<file path="src/rtl/tsi_pkg.sv">
package tsi_pkg;
    localparam int NS       = 2;
    localparam int BASE_CH  = 4;
    localparam int MAX_RATE = 2;
    localparam int MAXCH    = BASE_CH << MAX_RATE;
    localparam int SW       = (NS > 1) ? $clog2(NS) : 1;
    localparam int CW       = $clog2(MAXCH);
    localparam int BITCLK   = 2;
    localparam int SLOTCLK  = 8 * BITCLK;
    localparam int SLOTW    = $clog2(SLOTCLK);
    localparam int CNTW     = CW + SLOTW + 1;
    localparam int AW       = SW + CW;

    typedef logic [SW-1:0] st_t;
    typedef logic [CW-1:0] ch_t;

    typedef struct packed {
        logic       hiz;
        logic       msg;
        logic       cdly;
        logic [7:0] payload;
    } conn_t;

    localparam int CONN_W = $bits(conn_t);

    function automatic logic [CW:0] chan_count(input logic [1:0] rate);
        return (CW+1)'(BASE_CH) << rate;
    endfunction

    function automatic ch_t src_ch(input conn_t e);
        return e.payload[CW-1:0];
    endfunction

    function automatic st_t src_st(input conn_t e);
        return e.payload[AW-1:CW];
    endfunction
endpackage

</file>
<file path="src/rtl/tsi_timing.sv">
module tsi_timing
    import tsi_pkg::*;
(
    input  logic         clk,
    input  logic         rst,
    input  logic         frame_start,
    input  logic [1:0]   rate,
    output logic         half,
    output logic [CW:0]  chan_full,
    output logic         in_frame,
    output logic [2:0]   bit_idx,
    output logic         mid,
    output logic         slot_end
);
    logic [CNTW-1:0] cnt;

    always_ff @(posedge clk) begin
        if (rst) begin
            cnt  <= '1;
            half <= 1'b0;
        end else if (frame_start) begin
            cnt  <= '0;
            half <= ~half;
        end else if (cnt != '1) begin
            cnt <= cnt + 1'b1;
        end
    end

    assign chan_full = cnt[CNTW-1:SLOTW];
    assign in_frame  = chan_full < chan_count(rate);
    assign bit_idx   = cnt[SLOTW-1:1];
    assign mid       = ~cnt[0];
    assign slot_end  = &cnt[SLOTW-1:0];

    a_r2_frame_restart: assert property (@(posedge clk) disable iff (rst)
        frame_start |=> (chan_full == '0 && bit_idx == 3'd0 && mid));
endmodule

</file>
<file path="src/rtl/tsi_rx.sv">
module tsi_rx (
    input  logic       clk,
    input  logic       rst,
    input  logic       ser_in,
    input  logic       sample,
    input  logic       last_bit,
    output logic       wr_en,
    output logic [7:0] wr_byte
);
    logic [6:0] sh;

    always_ff @(posedge clk) begin
        if (rst)
            sh <= '0;
        else if (sample)
            sh <= {sh[5:0], ser_in};
    end

    assign wr_en   = sample & last_bit;
    assign wr_byte = {sh, ser_in};

    a_r2_single_write: assert property (@(posedge clk) disable iff (rst)
        wr_en |=> !wr_en);
endmodule

</file>
<file path="src/rtl/tsi_cmem.sv">
module tsi_cmem
    import tsi_pkg::*;
(
    input  logic              clk,
    input  logic              rst,
    input  logic              cfg_we,
    input  logic              cfg_sel,
    input  logic              cfg_blk,
    input  logic [AW-1:0]     cfg_addr,
    input  logic [CONN_W-1:0] cfg_wdata,
    input  ch_t               rd_ch,
    output conn_t             ent [NS],
    output logic [1:0]        rate_q
);
    conn_t mem [NS][MAXCH];
    st_t   a_st;
    ch_t   a_ch;

    assign a_st = cfg_addr[AW-1:CW];
    assign a_ch = cfg_addr[CW-1:0];

    always_ff @(posedge clk) begin
        if (rst) begin
            rate_q <= '0;
            for (int s = 0; s < NS; s++)
                for (int c = 0; c < MAXCH; c++)
                    mem[s][c] <= '0;
        end else if (cfg_we) begin
            if (cfg_sel) begin
                rate_q <= (cfg_wdata[1:0] > 2'(MAX_RATE)) ? 2'(MAX_RATE) : cfg_wdata[1:0];
            end else begin
                for (int c = 0; c < MAXCH; c++)
                    if (cfg_blk || a_ch == CW'(c))
                        mem[a_st][c] <= conn_t'(cfg_wdata);
            end
        end
    end

    always_comb begin
        for (int s = 0; s < NS; s++)
            ent[s] = mem[s][rd_ch];
    end

    a_r10_reset_state: assert property (@(posedge clk) disable iff (rst)
        $past(rst) |-> (rate_q == 2'd0 && ent[0] == '0));

    for (genvar g = 0; g < NS; g++) begin : g_blk_chk
        a_r9_block_fill: assert property (@(posedge clk) disable iff (rst)
            (cfg_we && !cfg_sel && cfg_blk && a_st == st_t'(g)) |=>
            (mem[g][0] == $past(cfg_wdata) && mem[g][MAXCH-1] == $past(cfg_wdata)));
    end
endmodule

</file>
<file path="src/rtl/tsi_tx.sv">
module tsi_tx
    import tsi_pkg::*;
(
    input  logic       clk,
    input  logic       rst,
    input  logic       load,
    input  logic       load_valid,
    input  ch_t        nxt_ch,
    input  conn_t      ent,
    input  logic       prev_half,
    input  logic       cur_half,
    input  logic [2:0] bit_idx,
    input  logic       drive_en,
    input  logic [7:0] rd_byte,
    output logic       rd_half,
    output st_t        rd_st,
    output ch_t        rd_ch,
    output logic       ser_out,
    output logic       ser_oe
);
    logic [7:0] byte_q;
    logic       oe_q;
    logic       use_cur;

    assign use_cur = !ent.cdly && (src_ch(ent) < nxt_ch);
    assign rd_half = use_cur ? cur_half : prev_half;
    assign rd_st   = src_st(ent);
    assign rd_ch   = src_ch(ent);

    always_ff @(posedge clk) begin
        if (rst) begin
            byte_q <= '0;
            oe_q   <= 1'b0;
        end else if (load) begin
            oe_q   <= load_valid && !ent.hiz;
            byte_q <= ent.msg ? ent.payload : rd_byte;
        end
    end

    assign ser_oe  = oe_q & drive_en;
    assign ser_out = ser_oe & byte_q[3'd7 - bit_idx];

    a_r7_hiz_channel: assert property (@(posedge clk) disable iff (rst)
        (load && ent.hiz) |=> !ser_oe);

    a_r6_message_msb: assert property (@(posedge clk) disable iff (rst)
        (load && load_valid && ent.msg && !ent.hiz) |=>
        (!ser_oe || ser_out == $past(ent.payload[7])));
endmodule

</file>
<file path="src/rtl/tsi_switch.sv">
module tsi_switch
    import tsi_pkg::*;
(
    input  logic              clk,
    input  logic              rst,
    input  logic              frame_start,
    input  logic              drive_en,
    input  logic [NS-1:0]     ser_in,
    output logic [NS-1:0]     ser_out,
    output logic [NS-1:0]     ser_oe,
    input  logic              cfg_we,
    input  logic              cfg_sel,
    input  logic              cfg_blk,
    input  logic [AW-1:0]     cfg_addr,
    input  logic [CONN_W-1:0] cfg_wdata
);
    logic        half, in_frame, mid, slot_end;
    logic [CW:0] chan_full, nxt, nch;
    logic [2:0]  bit_idx;
    logic [1:0]  rate_q;
    logic        load, load_valid, prev_half;
    conn_t       ent [NS];

    logic [7:0]  dmem [2][NS][MAXCH];
    logic        rx_we   [NS];
    logic [7:0]  rx_byte [NS];
    logic        rd_half [NS];
    st_t         rd_st   [NS];
    ch_t         rd_ch   [NS];
    logic [7:0]  rd_byte [NS];

    tsi_timing u_timing (
        .clk(clk), .rst(rst), .frame_start(frame_start), .rate(rate_q),
        .half(half), .chan_full(chan_full), .in_frame(in_frame),
        .bit_idx(bit_idx), .mid(mid), .slot_end(slot_end)
    );

    assign nch        = chan_count(rate_q);
    assign load       = frame_start | (in_frame & slot_end);
    assign nxt        = frame_start ? '0 : chan_full + 1'b1;
    assign load_valid = nxt < nch;
    assign prev_half  = frame_start ? half : ~half;

    tsi_cmem u_cmem (
        .clk(clk), .rst(rst), .cfg_we(cfg_we), .cfg_sel(cfg_sel), .cfg_blk(cfg_blk),
        .cfg_addr(cfg_addr), .cfg_wdata(cfg_wdata), .rd_ch(nxt[CW-1:0]),
        .ent(ent), .rate_q(rate_q)
    );

    for (genvar g = 0; g < NS; g++) begin : g_stream
        tsi_rx u_rx (
            .clk(clk), .rst(rst), .ser_in(ser_in[g]),
            .sample(in_frame & mid), .last_bit(bit_idx == 3'd7),
            .wr_en(rx_we[g]), .wr_byte(rx_byte[g])
        );

        assign rd_byte[g] = dmem[rd_half[g]][rd_st[g]][rd_ch[g]];

        tsi_tx u_tx (
            .clk(clk), .rst(rst), .load(load), .load_valid(load_valid),
            .nxt_ch(nxt[CW-1:0]), .ent(ent[g]), .prev_half(prev_half),
            .cur_half(half), .bit_idx(bit_idx), .drive_en(drive_en),
            .rd_byte(rd_byte[g]), .rd_half(rd_half[g]), .rd_st(rd_st[g]),
            .rd_ch(rd_ch[g]), .ser_out(ser_out[g]), .ser_oe(ser_oe[g])
        );
    end

    always_ff @(posedge clk) begin
        for (int s = 0; s < NS; s++)
            if (rx_we[s])
                dmem[half][s][chan_full[CW-1:0]] <= rx_byte[s];
    end

    a_r8_global_float: assert property (@(posedge clk) disable iff (rst)
        !drive_en |-> (ser_oe == '0 && ser_out == '0));

    a_r11_idle_float: assert property (@(posedge clk) disable iff (rst)
        !in_frame |-> (ser_oe == '0));
endmodule

</file>
<file path="config.mk">
export PLATFORM = sky130hd
export DESIGN_NAME = tsi_switch
export DESIGN_NICKNAME = d
export VERILOG_FILES = /design/src/rtl/tsi_pkg.sv /design/src/rtl/tsi_timing.sv /design/src/rtl/tsi_rx.sv /design/src/rtl/tsi_cmem.sv /design/src/rtl/tsi_tx.sv /design/src/rtl/tsi_switch.sv
export SDC_FILE = /design/constraint.sdc
export NUM_CORES = 2
export LEC_CHECK = 0
export BUFFER_PORTS_ARGS = -buffer_cell sky130_fd_sc_hd__buf_4
export CAP_MARGIN = 20
export CORE_MARGIN = 1.5
export CORE_UTILIZATION = 30
export DETAILED_ROUTE_END_ITERATION = 7
export HOLD_SLACK_MARGIN = 0.06
export PLACE_DENSITY = 0.49
export SETUP_SLACK_MARGIN = 0.02
export SLEW_MARGIN = 5
export SYNTH_ARGS = -nofsm -noshare
export SYNTH_HDL_FRONTEND = slang
export SYNTH_HIERARCHICAL = 1
export SYNTH_SLANG_ARGS = --single-unit
export TNS_END_PERCENT = 10
</file>
<file path="constraint.sdc">
create_clock -name clk -period 8.55 [get_ports clk]
set_clock_uncertainty 0.1 [all_clocks]
set_input_delay 1.71 -clock clk [delete_from_list [all_inputs] [get_ports clk]]
set_output_delay 1.71 -clock clk [all_outputs]
set_load 0.05 [all_outputs]
</file>
==> summary.md <==
| Metric | Value |
|---|---|
| Status | `complete, no violations` |
| CP Class | `input port to flop` |
| Vias in the first global route | `24200` |
| Drt pass-1 iters | `7` |
| Int Pwr | `~8.6 mW` |
| Fin nets | `between 2000 and 2500` |
| ANT nets after route | `0` |
| CTS Hold Buffers Added | `0` |
| PD cells | `approximately 260 nW/um^2` |
| Reg2reg setup slack | `roughly 1600 ps` |
| Post-CTS setup buffers | `0` |
| Top cell type's share of synthesized area | `62.7%` |
| Max clock buf depth | `3` |
| Hpwl dp | `around 80 mm` |
| Asr flop ratio synth | `0%` |
| CTS tree | `built` |
| Total congestion overflow | `0` |
| Multi-input logic area | `around 13000 um^2` |
| Post-Syn Nets | `between 2000 and 2500` |
| Met3 wire length | `approximately 7.5 mm` |
| FP Rows | `136` |
| Max-Cap Viols | `0` |
| P_sw | `between 3 and 4 mW` |
| Via count | `23100` |
| Achievable Freq | `approximately 140 MHz` |
| Top routing layer used | `met4` |
| Die footprint | `about 140000 um^2` |
| GP Congestion | `between 0.8 and 0.9` |
| Resized Gates After CTS | `0` |
| Max_slew headroom | `a little under a quarter` |
| Tcrit/Tclk final | `roughly 83%` |
| Post-route DRC | `0` |
| DR iter-0 viols | `between 2000 and 3000` |
| Design Power | `roughly 12 mW` |
| Global-route total usage across every layer | `17.5%` |
| Cell area after synthesis | `between 40000 and 50000 um^2` |
| Starting Density | `a little under a third` |
| Min-delay worst type | `flop to flop` |
| Die width | `about 370 um` |
| CP endpoint kind | `flop` |
| Yosys warning count | `6` |
| First-pass GRT wire length | `178 mm` |
| Pre-CTS WS | `803 ps` |
| Leading area contributor after synthesis | `edfxtp_1` |
| Root buffer cell | `clkbuf_16` |
| FF/Latch Area | `roughly 27000 um^2` |
| Worst slew pin tran | `1140 ps` |
| Layout cells sized above 1 | `just under 30%` |
| Post-layout min period | `between 7000 and 8000 ps` |
| Routed vias/inst | `between 5 and 6` |
| Final Hold Viols | `0` |
| P_leak | `about 15 nW` |
| Sw frac | `29.6%` |
| Wire length per cell | `roughly 29 um` |
| Most common flop cell mapped by yosys | `edfxtp_1` |
| Clk slew on worst S/H paths | `60 ps` |
| Avg Cell Area, Syn | `approximately 18 um^2` |
| Synthesized flop and latch total | `908` |
| Crit path DAT | `7610 ps` |
| Clock share of power | `34.4%` |
| Setup TNS | `0 ps` |
| Die Span Y | `between 300 and 400 um` |
| Cell variety after synth | `63` |
| Final Slew Violations | `0` |
| Fill cells | `between 10000 and 15000` |
| CTS Buf Count | `95` |
| Top cells by area, synth | `edfxtp_1, mux4_2, nor2_1` |
| Metal-1 WL | `between 50 and 60 mm` |
| RSZ-0062 raised after global routing | `false` |
| Largest net degree at the start of global routing | `66` |
| Antenna violations before repair | `2` |
| Combinational share of power | `24.3%` |
| Routed length on met2 | `around 60 mm` |
| Fin worst setup slack | `~1400 ps` |
| Port bufs | `28` |
| Flop pwr share | `between 40% and 50%` |
| Critical R2R Capture | `g_stream[1].u_tx/byte_q[2]` |
| Area Overhead vs Synth | `13.6%` |
| Final setup fails | `0` |
| N_diodes | `0` |
| Reg2reg start | `u_timing/cnt[4]` |
| Max IR drop VDD | `between 150 and 200 uV` |
| Critical path origin | `frame_start` |
| CTS sink cnt | `908` |
| H-tree levels | `3` |
| Drt total wl | `between 100 and 150 mm` |
| Io pins | `29` |
| Hold_ws | `~380 ps` |
| Seq/Total Area, Yosys | `~65%` |
| Core ar. | `137000 um^2` |
| Max Fanout on Critical Path | `46` |
| Mapped Cells | `about 2300` |
| R2R depth | `19` |
| Clk Latency, worst-skew pair | `between 700 and 800 ps` |
| Crit path capture | `g_stream[1].u_tx/byte_q[2]` |
| Startpoint types | `input port` |
| Post-synth EDFFs | `around 860` |
| CP required | `a little over 9000 ps` |
==> area by class of cell <==
cell class	count	area share, %
timing repair buffer	159	2.75
inverter	14	0.112
clock inverter	72	1.51
sequential	908	57.0
tap	1794	4.77
multi-input combinational	1201	28.6
clock buffer	106	5.19
==> cell usage in the layout (no fill, tap or decap), types with 18 or more instances in the layout <==
cell type and instances:
edfxtp_1 864, mux4_2 347, nor2_1 296, buf_4 145
mux2i_1 97, clkbuf_16 95, nand2_1 60, dfxtp_1 44
a21oi_1 32, a22oi_1 31, and2_1 29, o21ai_0 26
clkinv_1 25, a211oi_1 23, clkinv_2 22, a221oi_1 21
a22oi_2 20, nand3_1 19, ha_1 18
==> power by group through the flow <==
stage | Clock, mW | Combinational, mW | Sequential, mW
after global placement | 0 | 2.97 | 5.15
after CTS | 4.28 | 2.99 | 5.06
after floorplan | 0 | 2.06 | 5.12
final | 4.21 | 2.98 | 5.06
after global routing | 4.44 | 3.14 | 5.07
after detailed placement | 0 | 2.98 | 5.16
==> worst max-delay path: stages <==
cell       delay (ps)
buf_4             190
nor2_4            400
buf_4             240
mux4_2            490
a22oi_1           280
nand2_1           100
buf_4             210
ha_1              340
a211oi_1          260
o21ai_0           210
mux2_8            680
buf_4             450
mux2i_1           290
a2111oi_0         900
buf_4             240
a311o_1           130
mux2i_1            80
a211oi_1          280
==> stage by stage <==
| step | instance area [um^2] | instances | util (%) |
|---|---|---|---|
| finish | 47000 | 4254 | 34.3 |
| global route | 47000 | 4254 | 34.3 |
| CTS | 47000 | 4248 | 34.2 |
| detailed placement | 43800 | 4070 | 32.0 |
| global placement | 43700 | 4058 | 31.9 |
| floorplan | 41400 | 2322 | - |
==> worst min-delay path by stage <==
stage | depth (start not counted) | slack, ps | to | start
5_1_grt | 2 | 390 | g_stream[1].u_tx/oe_q | g_stream[1].u_tx/oe_q
4_1_cts | 2 | 380 | g_stream[0].u_tx/oe_q | g_stream[0].u_tx/oe_q
3_5_place_dp | 2 | 360 | g_stream[0].u_tx/oe_q | g_stream[0].u_tx/oe_q
3_3_place_gp | 2 | 360 | g_stream[0].u_tx/oe_q | g_stream[0].u_tx/oe_q
6_report | 2 | 380 | g_stream[0].u_tx/oe_q | g_stream[0].u_tx/oe_q
2_1_floorplan | 2 | 340 | g_stream[0].u_tx/oe_q | g_stream[0].u_tx/oe_q
==> flip-flops by register name, indices dropped and copies added (netlist names) <==
signal / count
dmem: 512
g_stream.u_rx/sh: 14
g_stream.u_tx/byte_q: 16
g_stream.u_tx/oe_q: 2
u_cmem/mem: 352
u_cmem/rate_q: 2
u_timing/cnt: 9
u_timing/half: 1
==> synth_stat cells, drive strengths merged (2+ instances only) <==
cell and instances:
o31ai 5, a2111oi 4, xor2 5, xnor2 4
clkbuf 67, o21ai 27, inv 13, edfxtp 864
o21bai 16, nand3b 2, nor2b 20, mux2 4
a221oi 21, nor3b 3, ha 18, buf 132
a22o 5, a21oi 40, nand4b 3, nand3 19
and3 2, or2 5, a31oi 7, and2 31
nand2b 14, nor2 298, dfxtp 44, nand2 74
nand4 2, mux4 361, a311o 2, a22oi 51
a211oi 23, o22ai 14, o211ai 8, mux2i 97
o221ai 4, a21o 2, o311ai 4
==> logic make-up (layout without fill, tap and decap cells) <==
family / Yosys count / after routing / synth area share [%]
AO/OA/AOI/OAI: 236 / 236 / 4.19
buffers and inverters: 213 / 351 / 3.00
flip-flops: 908 / 908 / 64.8
XOR/XNOR: 9 / 9 / 0.190
AND/OR/NAND/NOR: 476 / 476 / 5.08
multiplexers: 462 / 462 / 22.2
adder cells (fa/ha/maj): 18 / 18 / 0.544
==> metal layers <==
| metal | global-route usage, % | up-vias |
|---|---|---|
| li1 | - | 9577 |
| met1 | 23.8 | 12500 |
| met2 | 28.8 | 860 |
| met3 | 2.92 | 178 |
| met4 | 5.19 | 0 |
| met5 | 0 | - |
Note: power is estimated with default switching activity, not from simulation.
